## src/rtl/pll_div_search_pkg.sv

```systemverilog
// Shared types for the pixel clock divider search engine.
// Assumes: nothing beyond IEEE 1800-2017.
package pll_div_search_pkg;

    // Sequencer state: idle, walking candidates, draining the score stage.
    typedef enum logic [1:0] {
        SRCH_IDLE  = 2'd0,
        SRCH_SCAN  = 2'd1,
        SRCH_FLUSH = 2'd2
    } srch_state_t;

    // Width of the secondary divider output, which is held at zero.
    localparam int SDIV_W = 3;

endpackage

```

## src/rtl/pll_div_search_div.sv

```systemverilog
// Unrolled restoring divider: quo_o = num_i / den_i, truncated.
// Assumes den_i is non-zero and below 2**DEN_W; the remainder is not needed.
// Each generate stage resolves one quotient bit, most significant first.
module pll_div_search_div #(
    parameter int NUM_W = 32,
    parameter int DEN_W = 9
) (
    input  logic [NUM_W-1:0] num_i,
    input  logic [DEN_W-1:0] den_i,
    output logic [NUM_W-1:0] quo_o
);

    // Partial remainder entering each stage.
    logic [DEN_W-1:0] rem_s [NUM_W];

    assign rem_s[0] = '0;

    for (genvar k = 0; k < NUM_W; k++) begin : g_stage
        logic [DEN_W:0] trial;
        assign trial = {rem_s[k], num_i[NUM_W-1-k]};
        if (k < NUM_W - 1) begin : g_mid
            logic [DEN_W:0] diff;
            // Borrow bit of the trial subtraction decides the quotient bit.
            assign diff = trial - {1'b0, den_i};
            assign quo_o[NUM_W-1-k] = ~diff[DEN_W];
            assign rem_s[k+1] = diff[DEN_W] ? trial[DEN_W-1:0] : diff[DEN_W-1:0];
        end else begin : g_last
            assign quo_o[0] = (trial >= {1'b0, den_i});
        end
    end

endmodule

```

## src/rtl/pll_div_search_scan.sv

```systemverilog
// Candidate sequencer: latches the target on start, walks P downward and,
// for each P inside the oscillator window, N then M upward, one per clock.
// Assumes: start_i is ignored unless idle; one flush cycle follows the walk.
module pll_div_search_scan
    import pll_div_search_pkg::*;
#(
    parameter int TGT_W       = 32,
    parameter int P_MAX       = 16,
    parameter int N_MAX       = 256,
    parameter int M_MAX       = 16,
    parameter int VCO_MIN_KHZ = 150000,
    parameter int VCO_MAX_KHZ = 550000,
    localparam int PW = $clog2(P_MAX + 1),
    localparam int NW = $clog2(N_MAX + 1),
    localparam int MW = $clog2(M_MAX + 1)
) (
    input  logic             clk,
    input  logic             rst_n,
    input  logic             start_i,
    input  logic [TGT_W-1:0] target_i,
    output logic             init_o,
    output logic             cand_vld_o,
    output logic [PW-1:0]    cand_p_o,
    output logic [NW-1:0]    cand_n_o,
    output logic [MW-1:0]    cand_m_o,
    output logic [TGT_W-1:0] tgt_o,
    output logic             flush_o
);

    localparam int VW = TGT_W + PW;

    srch_state_t      state_q;
    logic [PW-1:0]    p_q;
    logic [NW-1:0]    n_q;
    logic [MW-1:0]    m_q;
    logic [TGT_W-1:0] tgt_q;
    logic [VW-1:0]    vco;
    logic             win;
    logic             m_last;
    logic             n_last;
    logic             p_end;

    // Oscillator window test for the current post-divider, full width.
    always_comb begin
        vco    = VW'(tgt_q) * VW'(p_q);
        win    = (vco >= VW'(VCO_MIN_KHZ)) && (vco <= VW'(VCO_MAX_KHZ));
        m_last = (m_q == MW'(M_MAX));
        n_last = (n_q == NW'(N_MAX));
        p_end  = !win || (m_last && n_last);
    end

    // Sequencer: capture target, step counters, leave after P reaches one.
    always_ff @(posedge clk) begin
        if (!rst_n) begin
            state_q <= SRCH_IDLE;
            p_q     <= '0;
            n_q     <= '0;
            m_q     <= '0;
            tgt_q   <= '0;
        end else begin
            case (state_q)
                SRCH_IDLE: begin
                    if (start_i) begin
                        tgt_q   <= target_i;
                        p_q     <= PW'(P_MAX);
                        n_q     <= NW'(1);
                        m_q     <= MW'(1);
                        state_q <= SRCH_SCAN;
                    end
                end
                SRCH_SCAN: begin
                    if (p_end) begin
                        n_q <= NW'(1);
                        m_q <= MW'(1);
                        if (p_q == PW'(1)) begin
                            state_q <= SRCH_FLUSH;
                        end else begin
                            p_q <= p_q - 1'b1;
                        end
                    end else if (m_last) begin
                        m_q <= MW'(1);
                        n_q <= n_q + 1'b1;
                    end else begin
                        m_q <= m_q + 1'b1;
                    end
                end
                default: begin
                    state_q <= SRCH_IDLE;
                end
            endcase
        end
    end

    assign init_o     = (state_q == SRCH_IDLE) && start_i;
    assign cand_vld_o = (state_q == SRCH_SCAN) && win;
    assign cand_p_o   = p_q;
    assign cand_n_o   = n_q;
    assign cand_m_o   = m_q;
    assign tgt_o      = tgt_q;
    assign flush_o    = (state_q == SRCH_FLUSH);

    // every issued candidate lies inside the legal counter ranges.
    a_r3_cand_range: assert property (@(posedge clk) disable iff (!rst_n)
        cand_vld_o |-> (p_q != '0) && (n_q != '0) && (m_q != '0)
                       && (n_q <= NW'(N_MAX)) && (m_q <= MW'(M_MAX)));

    // consecutive candidates inside one N step advance M by one.
    a_r3_m_step: assert property (@(posedge clk) disable iff (!rst_n)
        cand_vld_o && $past(cand_vld_o) && ($past(m_q) != MW'(M_MAX))
        |-> m_q == $past(m_q) + 1'b1);

    // the captured target does not move while a search is running.
    a_r8_target_held: assert property (@(posedge clk) disable iff (!rst_n)
        (state_q != SRCH_IDLE) && $past(state_q != SRCH_IDLE) |-> $stable(tgt_q));

endmodule

```

## src/rtl/pll_div_search_best.sv

```systemverilog
// Score stage and best-candidate keeper: registers one scored candidate,
// then replaces the held best only on a strictly smaller error.
// Assumes init_i and cand_vld_i never coincide with a valid staged score.
module pll_div_search_best #(
    parameter int EW = 32,
    parameter int PW = 5,
    parameter int NW = 9,
    parameter int MW = 5
) (
    input  logic          clk,
    input  logic          rst_n,
    input  logic          init_i,
    input  logic          flush_i,
    input  logic          cand_vld_i,
    input  logic [EW-1:0] cand_err_i,
    input  logic [PW-1:0] cand_p_i,
    input  logic [NW-1:0] cand_n_i,
    input  logic [MW-1:0] cand_m_i,
    output logic          done_o,
    output logic [EW-1:0] best_err_o,
    output logic [PW-1:0] best_p_o,
    output logic [NW-1:0] best_n_o,
    output logic [MW-1:0] best_m_o
);

    logic          st_vld_q;
    logic [EW-1:0] st_err_q;
    logic [PW-1:0] st_p_q;
    logic [NW-1:0] st_n_q;
    logic [MW-1:0] st_m_q;
    logic [EW-1:0] best_err_q;
    logic [PW-1:0] best_p_q;
    logic [NW-1:0] best_n_q;
    logic [MW-1:0] best_m_q;
    logic          done_q;

    // Score register between the divider and the comparator.
    always_ff @(posedge clk) begin
        if (!rst_n) begin
            st_vld_q <= 1'b0;
            st_err_q <= '0;
            st_p_q   <= '0;
            st_n_q   <= '0;
            st_m_q   <= '0;
        end else begin
            st_vld_q <= cand_vld_i;
            st_err_q <= cand_err_i;
            st_p_q   <= cand_p_i;
            st_n_q   <= cand_n_i;
            st_m_q   <= cand_m_i;
        end
    end

    // Best keeper: clear on start, take strictly better staged scores.
    always_ff @(posedge clk) begin
        if (!rst_n || init_i) begin
            best_err_q <= '1;
            best_p_q   <= '0;
            best_n_q   <= '0;
            best_m_q   <= '0;
        end else if (st_vld_q && (st_err_q < best_err_q)) begin
            best_err_q <= st_err_q;
            best_p_q   <= st_p_q;
            best_n_q   <= st_n_q;
            best_m_q   <= st_m_q;
        end
    end

    // Done pulse follows the flush cycle, when the last score has landed.
    always_ff @(posedge clk) begin
        if (!rst_n) begin
            done_q <= 1'b0;
        end else begin
            done_q <= flush_i;
        end
    end

    assign done_o     = done_q;
    assign best_err_o = best_err_q;
    assign best_p_o   = best_p_q;
    assign best_n_o   = best_n_q;
    assign best_m_o   = best_m_q;

    // done never stays high for two cycles.
    a_r9_done_pulse: assert property (@(posedge clk) disable iff (!rst_n)
        done_q |=> !done_q);

    // with no staged score and no start, the held result is unchanged.
    a_r9_hold_idle: assert property (@(posedge clk) disable iff (!rst_n)
        !st_vld_q && !init_i |=> $stable(best_err_q) && $stable(best_p_q)
                                 && $stable(best_n_q) && $stable(best_m_q));

    // without a restart the held error can only shrink.
    a_r4_err_monotonic: assert property (@(posedge clk) disable iff (!rst_n)
        !init_i |=> best_err_q <= $past(best_err_q));

    // an all-ones error at done means no divider was ever chosen.
    a_r7_fail_zero: assert property (@(posedge clk) disable iff (!rst_n)
        done_q && (&best_err_q) |-> (best_p_q == '0) && (best_n_q == '0)
                                    && (best_m_q == '0));

endmodule

```

## src/rtl/pll_div_search.sv

```systemverilog
// Top of the pixel clock divider search engine. Joins the sequencer, the
// unrolled divider with the error computation, and the best-candidate keeper.
// Assumes a fixed reference frequency and M_MAX*P_MAX below 2**DEN_W.
module pll_div_search
    import pll_div_search_pkg::*;
#(
    parameter int REF_KHZ     = 50000,
    parameter int VCO_MIN_KHZ = 150000,
    parameter int VCO_MAX_KHZ = 550000,
    parameter int P_MAX       = 16,
    parameter int N_MAX       = 256,
    parameter int M_MAX       = 16,
    parameter int TGT_W       = 32,
    parameter int NUM_W       = 32,
    localparam int PW    = $clog2(P_MAX + 1),
    localparam int NW    = $clog2(N_MAX + 1),
    localparam int MW    = $clog2(M_MAX + 1),
    localparam int DEN_W = $clog2(M_MAX * P_MAX + 1),
    localparam int EW    = (NUM_W > TGT_W) ? NUM_W : TGT_W
) (
    input  logic              clk,
    input  logic              rst_n,
    input  logic              start_i,
    input  logic [TGT_W-1:0]  target_i,
    output logic              done_o,
    output logic [PW-1:0]     pdiv_o,
    output logic [NW-1:0]     ndiv_o,
    output logic [MW-1:0]     mdiv_o,
    output logic [SDIV_W-1:0] sdiv_o,
    output logic [EW-1:0]     err_o
);

    logic             init;
    logic             cand_vld;
    logic [PW-1:0]    cand_p;
    logic [NW-1:0]    cand_n;
    logic [MW-1:0]    cand_m;
    logic [TGT_W-1:0] tgt;
    logic             flush;
    logic [NUM_W-1:0] num;
    logic [DEN_W-1:0] den;
    logic [NUM_W-1:0] quo;
    logic [EW-1:0]    freq_x;
    logic [EW-1:0]    tgt_x;
    logic [EW-1:0]    cand_err;

    pll_div_search_scan #(
        .TGT_W       (TGT_W),
        .P_MAX       (P_MAX),
        .N_MAX       (N_MAX),
        .M_MAX       (M_MAX),
        .VCO_MIN_KHZ (VCO_MIN_KHZ),
        .VCO_MAX_KHZ (VCO_MAX_KHZ)
    ) scan_i (
        .clk        (clk),
        .rst_n      (rst_n),
        .start_i    (start_i),
        .target_i   (target_i),
        .init_o     (init),
        .cand_vld_o (cand_vld),
        .cand_p_o   (cand_p),
        .cand_n_o   (cand_n),
        .cand_m_o   (cand_m),
        .tgt_o      (tgt),
        .flush_o    (flush)
    );

    // Numerator and denominator of the candidate frequency.
    always_comb begin
        num = NUM_W'(REF_KHZ) * NUM_W'(cand_n);
        den = DEN_W'(cand_m) * DEN_W'(cand_p);
    end

    pll_div_search_div #(
        .NUM_W (NUM_W),
        .DEN_W (DEN_W)
    ) div_i (
        .num_i (num),
        .den_i (den),
        .quo_o (quo)
    );

    // Absolute distance between candidate frequency and target.
    always_comb begin
        freq_x   = EW'(quo);
        tgt_x    = EW'(tgt);
        cand_err = (freq_x > tgt_x) ? (freq_x - tgt_x) : (tgt_x - freq_x);
    end

    pll_div_search_best #(
        .EW (EW),
        .PW (PW),
        .NW (NW),
        .MW (MW)
    ) best_i (
        .clk        (clk),
        .rst_n      (rst_n),
        .init_i     (init),
        .flush_i    (flush),
        .cand_vld_i (cand_vld),
        .cand_err_i (cand_err),
        .cand_p_i   (cand_p),
        .cand_n_i   (cand_n),
        .cand_m_i   (cand_m),
        .done_o     (done_o),
        .best_err_o (err_o),
        .best_p_o   (pdiv_o),
        .best_n_o   (ndiv_o),
        .best_m_o   (mdiv_o)
    );

    assign sdiv_o = '0;

    // a scored candidate always belongs to a P inside the window.
    a_r2_window_only: assert property (@(posedge clk) disable iff (!rst_n)
        cand_vld |-> ({5'd0, tgt} * {{TGT_W{1'b0}}, cand_p}) >= (TGT_W + 5 + PW)'(VCO_MIN_KHZ));

endmodule

```

## config.mk

```make
export PLATFORM = sky130hd
export DESIGN_NAME = pll_div_search
export DESIGN_NICKNAME = d
export VERILOG_FILES = /design/src/rtl/pll_div_search_pkg.sv /design/src/rtl/pll_div_search_div.sv /design/src/rtl/pll_div_search_scan.sv /design/src/rtl/pll_div_search_best.sv /design/src/rtl/pll_div_search.sv
export SDC_FILE = /design/constraint.sdc
export NUM_CORES = 2
export LEC_CHECK = 0
export BUFFER_PORTS_ARGS = -buffer_cell sky130_fd_sc_hd__buf_2
export CAP_MARGIN = 25
export CORE_UTILIZATION = 40
export CTS_CLUSTER_DIAMETER = 150
export CTS_CLUSTER_SIZE = 10
export DETAILED_ROUTE_END_ITERATION = 10
export HOLD_SLACK_MARGIN = 0.03
export SETUP_SLACK_MARGIN = 0.05
export SLEW_MARGIN = 20
export SYNTH_ARGS = -nofsm -noshare
export SYNTH_HDL_FRONTEND = slang
export SYNTH_HIERARCHICAL = 1
export SYNTH_SLANG_ARGS = --single-unit
```

## constraint.sdc

```tcl
create_clock -name clk -period 90.9 [get_ports clk]
set_input_delay 13.635 -clock clk [delete_from_list [all_inputs] [get_ports clk]]
set_output_delay 13.635 -clock clk [all_outputs]
set_load 0.01 [all_outputs]
```

==> summary.md <==
| Metric | Value |
|---|---|
| Status | `complete, but fails checks` |
| Failing checks | `DRC` |
| Die width | `288.4 um` |
| Die height | `288.4 um` |
| HPWL after DPL | `75520 um` |
| Hold wc startpoint | `best_i/st_p_q[0]` |
| Relative slew slack | `30.03%` |
| Slew @ Worst Pin | `1.023 ns` |
| Sequential Area | `3152 sq um` |
| DRT iter0 DRCs | `2192` |
| Via density | `5.592` |
| Synthesized area | `32820 sq um` |
| WL/cell | `18.04 um` |
| Final worst slack | `6.691 ns` |
| Tightest Hold Check Type | `flop to flop` |
| Min Hold Slack | `0.4522 ns` |
| CTS buffer count | `17` |
| Final wirelength | `96580 um` |
| Clock-pin slew on the worst setup and hold paths | `0.07 ns` |
| R2r startpoint | `scan_i/cand_p_o[2]` |
| Most frequent CP cell | `a21o_1` |
| IO Pins | `90` |
| Cell variety after synth | `128` |
| Area of the multi-input gates | `27980 sq um` |
| Row count | `104` |
| CP Capture Type | `flop` |
| Placed inst area | `34360 sq um` |
| Highest-delay cell along the critical path | `fa_1` |
| Core region area | `80810 sq um` |
| Critical path class | `flop to flop` |
| Finish-stage setup viols | `0` |
| Fin nets | `4959` |
| Top_reg_cell synth | `dfxtp_1` |
| Peak fanout along the critical path | `27` |
| Setup TNS | `0 ns` |
| Largest net degree at the start of global routing | `62` |
| Fillers | `8159` |
| MaxCap Viol Count | `0` |
| H-tree depth | `4` |
| Yosys top cell area share | `18.95%` |
| Worst EP required | `91.28 ns` |
| Area leader, netlist | `ha_1` |
| Place WS | `-0.7831 ns` |
| DRT Pass-1 Iters | `9` |
| Post-synth EDFFs | `0` |
| Asr flop ratio synth | `0%` |
| Clock network latency to the later pin of the worst-skew pair | `0.46 ns` |
| Worst stage delay on the critical path | `0.56 ns` |
| Largest cells by area after synthesis | `ha_1 19%, dfxtp_1 9.6%, fa_1 9.0%` |
| ANT nets after route | `0` |
| Final instance area | `35780 sq um` |
| Layout cells sized above 1 | `11.04%` |
| First-pass GRT wire length | `153200 um` |
| Initial antenna violation count | `0` |
| Root buffer cell | `clkbuf_16` |
| Via count | `29942` |
| Final Cycle Share | `92.64%` |
| Final slew viol count | `0` |
| CTS max path bufs | `2` |
| Avg Cell Area, Syn | `7.825 sq um` |
| Port bufs | `86` |
| Fin crit period | `84.21 ns` |
| Synthesized netlist cell count | `4194` |
| Crit. Startpoint | `scan_i/cand_p_o[2]` |
| CP Data Arrival Time | `84.59 ns` |
| Yosys reg bits | `157` |
| Clock sinks | `157` |
| Hold Buf Count CTS | `0` |
| Total global routing track utilization | `22.70%` |
| Fmax | `0.01188 GHz` |
| Synthesis warning total | `6` |
| Register area share after synthesis | `9.578%` |
| Vias in the first global route | `28243` |
| CTS tree | `done` |
| Overflow after GRT | `0` |
| Skew final | `0.02037 ns` |
| Crit path launch type | `flop` |
| RePlAce Congestion | `0.9269` |
| Initial Utilization | `40.61%` |
| DRC | `22` |
| Final Hold Viols | `0` |
| Layout area overhead | `9.036%` |
| Die footprint | `83190 sq um` |
==> path summary, 6_finish.rpt <==
check                        end  slack, ns  cells past startpoint
min reg2reg   best_i/best_p_o[0]       0.45                      2
min           best_i/best_p_o[0]       0.45                      2
max reg2reg  best_i/st_err_q[17]       6.69                    471
max          best_i/st_err_q[17]       6.69                    471
==> through the flow <==
step,instances,utilization [%]
5_1_grt,5353,44.28
2_1_floorplan,4218,-
4_1_cts,5304,43.30
3_5_place_dp,5271,42.52
6_report,5354,44.28
3_3_place_gp,5271,42.52
==> worst max-delay path: cells and delay by family (launching register included) <==
family	cells	cell delay [ns]
buffers and inverters	43	5.25
DFF	1	0.47
and+or+nand+nor	131	17.75
xor gates and xnor gates	6	1.23
adders and majority gates	37	11.11
muxes	8	2.30
AOI/OAI and AO/OA	246	45.82
==> state kept, by name (all words and copies together), names as in the netlist <==
name / flops
best_i/best_err_o: 32
best_i/best_m_o: 5
best_i/best_n_o: 9
best_i/best_p_o: 5
best_i/done_o: 1
best_i/st_err_q: 32
best_i/st_m_q: 5
best_i/st_n_q: 9
best_i/st_p_q: 5
best_i/st_vld_q: 1
scan_i/cand_m_o: 5
scan_i/cand_n_o: 9
scan_i/cand_p_o: 5
scan_i/state_q: 2
scan_i/tgt_o: 32
==> kinds of logic after synthesis <==
group	share of synthesized area (%)
AOI/OAI and AO/OA	23.73
xor gates and xnor gates	7.442
adders and majority gates	27.92
buffers and inverters	6.729
DFF	9.578
muxes	4.591
other	0.02288
and+or+nand+nor	19.99
==> cell usage after synthesis, types with 43 or more instances <==
library cell  count
fa_1            147
o21ai_0         230
nor2b_1          73
inv_1           392
buf_2            43
a21oi_1         322
nand2_1         300
dfxtp_1         157
nor2_1          225
ha_1            497
xor2_1          116
nand2b_1         74
a21o_1          237
and2_1          228
nand3_1         148
clkbuf_1         74
mux2i_1          61
xnor2_1         161
mux2_2           60
==> metal layers <==
layer	share of wire [%]	vias to the layer above	global-route usage (%)
li1	-	14878	-
met1	49	14217	32.21
met2	45	739	37.49
met3	4.0	108	1.374
met4	2.3	0	5.093
met5	0	-	0
==> cell type report <==
| cell class | count | share of cell area [%] |
|---|---|---|
| timing repair buffer | 183 | 3.304 |
| inverter | 404 | 4.311 |
| tap | 1060 | 3.707 |
| clock inverter | 15 | 0.4756 |
| clock buffer | 17 | 1.189 |
| antenna | 1 | 0.006993 |
| multi-input combinational | 3517 | 78.20 |
| sequential | 157 | 8.808 |
==> layout by cell type (no fill, tap or decap), types with 11 or more instances in the layout <==
master	count
o31ai_1	17
o21ai_2	15
buf_2	86
or2_2	12
a31oi_1	27
ha_1	496
a21o_1	237
mux2_2	60
o211ai_1	35
nand2b_1	74
nand2_1	294
and4_1	11
dfxtp_1	154
a21oi_2	22
mux2_4	13
o211a_1	11
nor2b_1	71
a211o_1	18
buf_4	93
a21oi_1	301
o21ai_1	36
and3_1	19
nor3_1	36
clkbuf_16	17
inv_1	387
o21bai_1	28
a211oi_1	18
and2_1	222
o21ai_0	208
xor2_1	115
conb_1	26
nand3_1	147
nor2_1	224
o21a_1	30
or3_1	21
mux2i_1	56
nand4_1	36
a22oi_1	13
xnor2_1	160
fa_1	147
==> repair_timing <==
| item | CTS | global route |
|---|---|---|
| resized for setup | 9 | 121 |
| cloned | 1 | 1 |
| setup endpoints to repair | 31 | 32 |
| buffers inserted | 0 | 48 |
| pin swaps | 1 | 18 |
Power is left out: the tool's default activity adds up to more than one toggle a clock period on the data nets, which glitch-free logic cannot reach.
